<file path="config.mk">
export PLATFORM = sky130hd
export DESIGN_NAME = tkeep_regs
export DESIGN_NICKNAME = d
export VERILOG_FILES = /design/src/rtl/tkeep_pkg.sv /design/src/rtl/tkeep_ctr.sv /design/src/rtl/tkeep_ctrl.sv /design/src/rtl/tkeep_dp.sv /design/src/rtl/tkeep_regs.sv
export SDC_FILE = /design/constraint.sdc
export NUM_CORES = 1
export LEC_CHECK = 0
export BUFFER_PORTS_ARGS = -buffer_cell sky130_fd_sc_hd__buf_2
export CORE_UTILIZATION = 54
export CTS_CLUSTER_SIZE = 24
export DETAILED_ROUTE_END_ITERATION = 6
export HOLD_SLACK_MARGIN = 0.15
export PLACE_DENSITY_LB_ADDON = 0.05
export RECOVER_POWER = 100
export SYNTH_ARGS = -nofsm -noshare
export SYNTH_HDL_FRONTEND = slang
export SYNTH_SLANG_ARGS = --single-unit
export TNS_END_PERCENT = 50
</file>
<file path="constraint.sdc">
create_clock -name clk -period 4.9 [get_ports clk]
set_input_delay 0.735 -clock clk [delete_from_list [all_inputs] [get_ports clk]]
set_output_delay 0.735 -clock clk [all_outputs]
set_load 0.05 [all_outputs]
</file>
<file path="src/rtl/tkeep_pkg.sv">
package tkeep_pkg;
  localparam int NUM_CTR = 3;
  localparam int CTR_RTC = 0;
  localparam int CTR_ITV = 1;
  localparam int CTR_CYC = 2;

  localparam int RTC_B = 5;
  localparam int ITV_B = 5;
  localparam int CYC_B = 4;
  localparam int MAX_B = 5;

  localparam int OFF_W = 5;
  localparam int OFF_STATUS = 0;
  localparam int OFF_CONTROL = 1;
  localparam int OFF_CTR_BASE = 2;
  localparam int OFF_ALM_BASE = 16;
  localparam int MAP_SIZE = OFF_ALM_BASE + RTC_B + ITV_B + CYC_B;

  // control byte bits
  localparam int CB_OSC = 0;
  localparam int CB_RUN = 1;
  localparam int CB_AUTO = 2;
  localparam int CB_DSEL = 3;
  localparam int CB_WP0 = 4;
  localparam int CB_RO = 7;

  // status byte bits
  localparam int SB_FLAG0 = 0;
  localparam int SB_EN0 = 3;

  function automatic int ctrBytes(input int g);
    case (g)
      CTR_RTC: return RTC_B;
      CTR_ITV: return ITV_B;
      default: return CYC_B;
    endcase
  endfunction

  function automatic int prevBytes(input int g);
    int acc;
    acc = 0;
    for (int i = 0; i < g; i++) acc += ctrBytes(i);
    return acc;
  endfunction

  function automatic int ctrOff(input int g);
    return OFF_CTR_BASE + prevBytes(g);
  endfunction

  function automatic int almOff(input int g);
    return OFF_ALM_BASE + prevBytes(g);
  endfunction

  typedef struct packed {
    logic [NUM_CTR-1:0] cntWr;
    logic [NUM_CTR-1:0] almWr;
    logic [2:0]         byteIdx;
    logic [NUM_CTR-1:0] inc;
    logic               snap;
  } tkStrobe_t;
endpackage

</file>
<file path="src/rtl/tkeep_ctr.sv">
module tkeep_ctr #(
  parameter int NB = 5
) (
  input  logic          clk,
  input  logic          rstN,
  input  logic          inc,
  input  logic          snap,
  input  logic          cntWr,
  input  logic          almWr,
  input  logic [2:0]    byteIdx,
  input  logic [7:0]    wrData,
  output logic [8*NB-1:0] live,
  output logic [8*NB-1:0] hold,
  output logic [8*NB-1:0] alarm,
  output logic          hit
);
  localparam int W = 8 * NB;

  logic [W-1:0] nextVal;
  assign nextVal = live + W'(1);

  // a byte write takes the cycle; the increment is skipped then
  assign hit = inc && !cntWr && (nextVal == alarm);

  always_ff @(posedge clk or negedge rstN) begin
    if (!rstN) begin
      live <= '0;
    end else if (cntWr) begin
      for (int b = 0; b < NB; b++)
        if (byteIdx == 3'(b)) live[8*b +: 8] <= wrData;
    end else if (inc) begin
      live <= nextVal;
    end
  end

  always_ff @(posedge clk or negedge rstN) begin
    if (!rstN) begin
      alarm <= '0;
    end else if (almWr) begin
      for (int b = 0; b < NB; b++)
        if (byteIdx == 3'(b)) alarm[8*b +: 8] <= wrData;
    end
  end

  always_ff @(posedge clk or negedge rstN) begin
    if (!rstN) hold <= '0;
    else if (snap) hold <= live;
  end
endmodule

</file>
<file path="src/rtl/tkeep_ctrl.sv">
module tkeep_ctrl
  import tkeep_pkg::*;
#(
  parameter int ADDR_W = 10,
  parameter int BASE   = 'h200
) (
  input  logic               clk,
  input  logic               rstN,
  input  logic               tick,
  input  logic               powerCycle,
  input  logic               snapStrobe,
  input  logic [ADDR_W-1:0]  addr,
  input  logic               wrEn,
  input  logic [7:0]         wrData,
  input  logic               rdEn,
  input  logic [NUM_CTR-1:0] hit,
  output tkStrobe_t          st,
  output logic               inRange,
  output logic [OFF_W-1:0]   regOff,
  output logic [7:0]         statusByte,
  output logic [7:0]         ctrlReg,
  output logic [NUM_CTR-1:0] flagVec,
  output logic [NUM_CTR-1:0] enVec,
  output logic               alarmIrq
);
  logic [ADDR_W-1:0] rel;
  logic wrStatus, wrControl, clrFlags;

  assign rel     = addr - ADDR_W'(BASE);
  assign inRange = (addr >= ADDR_W'(BASE)) && (rel < ADDR_W'(MAP_SIZE));
  assign regOff  = rel[OFF_W-1:0];

  assign wrStatus  = wrEn && inRange && (regOff == OFF_W'(OFF_STATUS));
  assign wrControl = wrEn && inRange && (regOff == OFF_W'(OFF_CONTROL));
  assign clrFlags  = rdEn && inRange && (regOff == OFF_W'(OFF_STATUS));

  always_comb begin
    st = '0;
    for (int g = 0; g < NUM_CTR; g++) begin
      if (inRange && int'(regOff) >= ctrOff(g) && int'(regOff) < ctrOff(g) + ctrBytes(g)) begin
        st.cntWr[g] = wrEn && !ctrlReg[CB_WP0+g];
        st.byteIdx  = 3'(int'(regOff) - ctrOff(g));
      end
      if (inRange && int'(regOff) >= almOff(g) && int'(regOff) < almOff(g) + ctrBytes(g)) begin
        st.almWr[g] = wrEn;
        st.byteIdx  = 3'(int'(regOff) - almOff(g));
      end
    end
    st.inc[CTR_RTC] = tick && ctrlReg[CB_OSC];
    st.inc[CTR_ITV] = tick && ctrlReg[CB_OSC] && ctrlReg[CB_RUN];
    st.inc[CTR_CYC] = powerCycle && ctrlReg[CB_OSC];
    st.snap         = snapStrobe;
  end

  always_ff @(posedge clk or negedge rstN) begin
    if (!rstN) begin
      ctrlReg <= '0;
      enVec   <= '0;
      flagVec <= '0;
    end else begin
      if (wrControl) ctrlReg <= wrData;
      if (wrStatus)  enVec   <= wrData[SB_EN0 +: NUM_CTR];
      flagVec <= (clrFlags ? '0 : flagVec) | hit;
    end
  end

  always_comb begin
    statusByte = '0;
    statusByte[SB_FLAG0 +: NUM_CTR] = flagVec;
    statusByte[SB_EN0 +: NUM_CTR]   = enVec;
  end

  assign alarmIrq = |(flagVec & enVec);
endmodule

</file>
<file path="src/rtl/tkeep_dp.sv">
module tkeep_dp
  import tkeep_pkg::*;
(
  input  logic                              clk,
  input  logic                              rstN,
  input  tkStrobe_t                         st,
  input  logic [7:0]                        wrData,
  input  logic                              inRange,
  input  logic [OFF_W-1:0]                  regOff,
  input  logic [7:0]                        statusByte,
  input  logic [7:0]                        ctrlReg,
  output logic [NUM_CTR-1:0]                hit,
  output logic [NUM_CTR-1:0][8*MAX_B-1:0]   liveArr,
  output logic [7:0]                        rdData
);
  logic [NUM_CTR-1:0][8*MAX_B-1:0] holdArr;
  logic [NUM_CTR-1:0][8*MAX_B-1:0] almArr;

  for (genvar g = 0; g < NUM_CTR; g++) begin : g_ctr
    localparam int NB = ctrBytes(g);
    tkeep_ctr #(.NB(NB)) u_ctr (
      .clk     (clk),
      .rstN    (rstN),
      .inc     (st.inc[g]),
      .snap    (st.snap),
      .cntWr   (st.cntWr[g]),
      .almWr   (st.almWr[g]),
      .byteIdx (st.byteIdx),
      .wrData  (wrData),
      .live    (liveArr[g][8*NB-1:0]),
      .hold    (holdArr[g][8*NB-1:0]),
      .alarm   (almArr[g][8*NB-1:0]),
      .hit     (hit[g])
    );
    if (NB < MAX_B) begin : g_pad
      assign liveArr[g][8*MAX_B-1:8*NB] = '0;
      assign holdArr[g][8*MAX_B-1:8*NB] = '0;
      assign almArr[g][8*MAX_B-1:8*NB]  = '0;
    end
  end

  always_comb begin
    rdData = '0;
    if (inRange) begin
      if (regOff == OFF_W'(OFF_STATUS))  rdData = statusByte;
      if (regOff == OFF_W'(OFF_CONTROL)) rdData = ctrlReg;
      for (int g = 0; g < NUM_CTR; g++) begin
        if (int'(regOff) >= ctrOff(g) && int'(regOff) < ctrOff(g) + ctrBytes(g))
          rdData = holdArr[g][8*(int'(regOff) - ctrOff(g)) +: 8];
        if (int'(regOff) >= almOff(g) && int'(regOff) < almOff(g) + ctrBytes(g))
          rdData = almArr[g][8*(int'(regOff) - almOff(g)) +: 8];
      end
    end
  end
endmodule

</file>
<file path="src/rtl/tkeep_regs.sv">
module tkeep_regs
  import tkeep_pkg::*;
#(
  parameter int ADDR_W = 10,
  parameter int BASE   = 'h200
) (
  input  logic              clk,
  input  logic              rstN,
  input  logic              tick,
  input  logic              powerCycle,
  input  logic              snapStrobe,
  input  logic [ADDR_W-1:0] addr,
  input  logic              wrEn,
  input  logic [7:0]        wrData,
  input  logic              rdEn,
  output logic [7:0]        rdData,
  output logic              alarmIrq
);
  tkStrobe_t                       st;
  logic                            inRange;
  logic [OFF_W-1:0]                regOff;
  logic [7:0]                      statusByte;
  logic [7:0]                      ctrlReg;
  logic [NUM_CTR-1:0]              flagVec;
  logic [NUM_CTR-1:0]              enVec;
  logic [NUM_CTR-1:0]              hit;
  logic [NUM_CTR-1:0][8*MAX_B-1:0] liveArr;

  tkeep_ctrl #(.ADDR_W(ADDR_W), .BASE(BASE)) u_ctrl (
    .clk        (clk),
    .rstN       (rstN),
    .tick       (tick),
    .powerCycle (powerCycle),
    .snapStrobe (snapStrobe),
    .addr       (addr),
    .wrEn       (wrEn),
    .wrData     (wrData),
    .rdEn       (rdEn),
    .hit        (hit),
    .st         (st),
    .inRange    (inRange),
    .regOff     (regOff),
    .statusByte (statusByte),
    .ctrlReg    (ctrlReg),
    .flagVec    (flagVec),
    .enVec      (enVec),
    .alarmIrq   (alarmIrq)
  );

  tkeep_dp u_dp (
    .clk        (clk),
    .rstN       (rstN),
    .st         (st),
    .wrData     (wrData),
    .inRange    (inRange),
    .regOff     (regOff),
    .statusByte (statusByte),
    .ctrlReg    (ctrlReg),
    .hit        (hit),
    .liveArr    (liveArr),
    .rdData     (rdData)
  );
endmodule

</file>
==> metrics.log <==
[metrics] width of the die: approximately 200 microns
[metrics] Port Buffer Count: 33
[metrics] RSZ-0062 raised after global routing: no
[metrics] drt first pass iters: 6
[metrics] TritonCTS sink count: 350
[metrics] setup violation total in the final timing report: 0
[metrics] worst clock skew on the final layout: roughly 0.014 ns
[metrics] capture point of the worst path: rdData[1]
[metrics] TritonCTS buffer count: 40
[metrics] first-iteration detailed-routing DRC count: ~2200
[metrics] effective utilization at floorplan: 55.0%
[metrics] Placed Instance Area: 0.0227 sq mm
[metrics] number of levels the H-tree was split into: 2
[metrics] NumNets Final: 2183
[metrics] R2R Setup Slk: a little over 0.8 ns
[metrics] Syn-to-layout area delta: 8.43%
[metrics] Worst slew margin: -128%
[metrics] synthesized net count: roughly 2200
[metrics] chip height: a little over 200 microns
[metrics] buffer cell driving the clock tree root: sky130_fd_sc_hd__clkbuf_16
[metrics] buffers from clock root to sink, at most: 3
[metrics] global-route wire length before repair: 118000 microns
[metrics] global-route congestion overflow total: 0
[metrics] global-route usage over all layers: a little under two fifths
[metrics] pin count of the biggest net entering global routing: between 100 and 150
[metrics] final period utilization: 94.6%
[metrics] ratio of routed vias to standard cells: 6.95
[metrics] source of the worst register-to-register timing path: u_dp.g_ctr[0].u_ctr.live[0]
[metrics] worst reg2reg endpoint: u_ctrl.flagVec[0]
[metrics] Worst VDD drop: approximately 0.30 mV
[metrics] WL/cell: between 20 and 30 microns
[metrics] combined area of all synthesized cells: approximately 0.022 sq mm
[metrics] average instance area after synthesis: around 10 sq um
[metrics] power density over the cells: about 290 mW/mm^2
[metrics] max-slew violation count: 221
[metrics] number of synthesized flops with an enable pin: 0
[metrics] clock network latency to the later pin of the worst-skew pair: about 0.56 ns
[metrics] Slew @ Worst Pin: 3.42 ns
[metrics] DPL Wire Length: 56100 microns
[metrics] routed wire length: slightly below 80000 microns
[metrics] hold violation count in the final report: 0
[metrics] Critical Path Fanout Max: 9
[metrics] FF-to-FF path depth: 9
[metrics] kind of capture point of the worst setup path: primary output
[metrics] initial antenna violation count: 6
[metrics] violations in the final reports: max-capacitance violations, max-slew violations
[metrics] clock tree from TritonCTS: built
[metrics] data arrival at the endpoint of the critical path: approximately 3.9 ns
[metrics] hold_buf cts: 0
[metrics] Clock transition at path regs: 0.06 ns
[metrics] Core Box Area: ~0.04 sq mm
[metrics] Setup Buffers After CTS: 0
[metrics] Async SR Flop Fraction: 100%
[metrics] die area: ~0.041 sq mm
[metrics] leading register cell type out of synthesis: sky130_fd_sc_hd__dfrtp_1
[metrics] Yosys reg bits: 350
[metrics] maximum achievable frequency: around 220 MHz
[metrics] number of instances resized during post-cts repair: 0
[metrics] worst path required time: 4.16 ns
[metrics] count of distinct cell types in the synthesized netlist: 94
[metrics] min cycle time layout: roughly 4.6 ns
[metrics] Critical Path Start Type: primary input
[metrics] fraction of layout instances using a drive strength above 1: 21.3%
[metrics] DRC violation count after routing: 0
[metrics] number of top-level design ports: 34
[metrics] hold crit path type: flop to flop
[metrics] number of nets with antenna violations after detailed routing: 0
[metrics] synthesized instance count: approximately 2100
[metrics] Crit Path Category: primary input to primary output
[metrics] vias post-DR: 18613
[metrics] gpl congestion: between 0.9 and 1
[metrics] final design area excluding fillers: ~0.024 sq mm
[metrics] sequential share of the synthesized area: between 30% and 40%
[metrics] first element of the critical path: addr[3]
[metrics] number of global-route vias before repair: ~18000
[metrics] Synthesis Warnings: 0
[metrics] final setup TNS: 0 ns
[metrics] row count: 73
[metrics] max-capacitance violation count: 3
[metrics] leakage power figure: approximately 10 nW
[metrics] run status: complete, but fails checks
-- layer usage --
metal,vias to the layer above,wire length (microns),global-route usage [%]
met5,-,41,0
met4,8,3590,15.7
met3,212,6550,6.31
met2,942,34900,58.6
met1,9434,32800,53.7
li1,8017,-,-
-- metrics by stage --
step | setup slack (ns) | cells | hold slack, ns | power [mW] | util, %
global placement | 0.214 | 2615 | 0.483 | 3.92 | 56.9
floorplan | -0.0799 | 2148 | 0.439 | 3.60 | -
detailed placement | 0.361 | 2615 | 0.490 | 3.93 | 56.9
global route | 0.0724 | 2679 | 0.507 | 7.06 | 59.6
finish | 0.267 | 2680 | 0.503 | 6.86 | 59.6
CTS | 0.351 | 2679 | 0.273 | 6.88 | 60.1
-- worst min-delay path by stage --
stage                                 startpoint                             to  slack (ns)  depth (start not counted)
detailed placement  u_dp.g_ctr[1].u_ctr.hold[25]   u_dp.g_ctr[1].u_ctr.hold[25]        0.49                          1
CTS                                         rstN  u_dp.g_ctr[0].u_ctr.alarm[15]        0.27                          1
global placement    u_dp.g_ctr[2].u_ctr.hold[17]   u_dp.g_ctr[2].u_ctr.hold[17]        0.48                          1
global route        u_dp.g_ctr[2].u_ctr.hold[17]   u_dp.g_ctr[2].u_ctr.hold[17]        0.51                          1
finish               u_dp.g_ctr[0].u_ctr.hold[4]    u_dp.g_ctr[0].u_ctr.hold[4]        0.50                          1
floorplan                                   rstN              u_ctrl.ctrlReg[0]        0.44                          0
-- sequential cells by signal (all words and copies together) (netlist names) --
signal                  cells
u_dp.g_ctr.u_ctr.live     112
u_dp.g_ctr.u_ctr.alarm    112
u_dp.g_ctr.u_ctr.hold     112
u_ctrl.flagVec              3
u_ctrl.ctrlReg              8
u_ctrl.enVec                3
-- logic make-up after synthesis --
group / share of synthesized area [%]
xor+xnor: 7.26
buf+inv: 3.71
simple gates: 15.8
compound gates: 14.2
mux: 17.5
flops: 39.9
fa+ha+maj: 1.60
-- layout make-up --
type / count / area [sq um]
antenna: 1 / 2.50
tap: 525 / 657
multi-input combinational: 1598 / 12300
clock buffer: 59 / 1180
sequential: 350 / 8760
fill: 3425 / 16100
timing repair buffer: 98 / 616
clock inverter: 5 / 75.1
inverter: 44 / 165
-- where the power goes --
part	total (mW)	internal, mW	leakage, nW	switching [mW]
Combinational	0.727	0.284	4.72	0.443
Sequential	3.16	3.00	4.74	0.163
Clock	2.97	1.76	0.621	1.21
Total	6.86	5.04	10.1	1.82
-- cell usage in the layout, fill, tap and decap left out, types with 21 or more instances in the layout --
| cell type | n |
|---|---|
| sky130_fd_sc_hd__a211oi_1 | 27 |
| sky130_fd_sc_hd__a21oi_1 | 89 |
| sky130_fd_sc_hd__a31oi_1 | 38 |
| sky130_fd_sc_hd__and3_1 | 34 |
| sky130_fd_sc_hd__buf_4 | 45 |
| sky130_fd_sc_hd__clkbuf_1 | 23 |
| sky130_fd_sc_hd__clkbuf_16 | 41 |
| sky130_fd_sc_hd__dfrtp_1 | 350 |
| sky130_fd_sc_hd__ha_1 | 24 |
| sky130_fd_sc_hd__inv_1 | 44 |
| sky130_fd_sc_hd__mux2_2 | 225 |
| sky130_fd_sc_hd__mux4_2 | 47 |
| sky130_fd_sc_hd__nand2_1 | 146 |
| sky130_fd_sc_hd__nand3_1 | 81 |
| sky130_fd_sc_hd__nand4_1 | 51 |
| sky130_fd_sc_hd__nor2_1 | 126 |
| sky130_fd_sc_hd__nor3_1 | 73 |
| sky130_fd_sc_hd__nor4_1 | 21 |
| sky130_fd_sc_hd__o21ai_0 | 74 |
| sky130_fd_sc_hd__o22ai_1 | 22 |
| sky130_fd_sc_hd__o31ai_1 | 22 |
| sky130_fd_sc_hd__xnor2_1 | 129 |
| sky130_fd_sc_hd__xor2_1 | 53 |
-- Yosys cell counts (all sizes together), types with 34 or more instances --
cell,instances,area [sq um]
clkbuf,105,395
a21oi,89,445
dfrtp,350,8760
nand2,147,564
nor2,131,531
xor2,53,464
nand4,55,384
o21ai,77,385
nor3,78,423
inv,44,165
nand3,86,470
a31oi,38,238
mux2,236,2660
mux4,47,1060
xnor2,129,1130
and3,34,213
buf,51,253
-- worst max-delay path, cell delays in order --
cell	delay [ns]
sky130_fd_sc_hd__buf_2	0.17
sky130_fd_sc_hd__inv_1	0.29
sky130_fd_sc_hd__ha_1	0.30
sky130_fd_sc_hd__nand2_1	0.13
sky130_fd_sc_hd__nand3_1	0.22
sky130_fd_sc_hd__nand2_1	0.28
sky130_fd_sc_hd__nor3_1	0.43
sky130_fd_sc_hd__buf_4	0.23
sky130_fd_sc_hd__a32oi_1	0.09
sky130_fd_sc_hd__o22ai_1	0.20
sky130_fd_sc_hd__nor2_1	0.07
sky130_fd_sc_hd__o32ai_1	0.39
sky130_fd_sc_hd__clkbuf_2	0.35
Note: power is estimated with default switching activity, not from simulation.
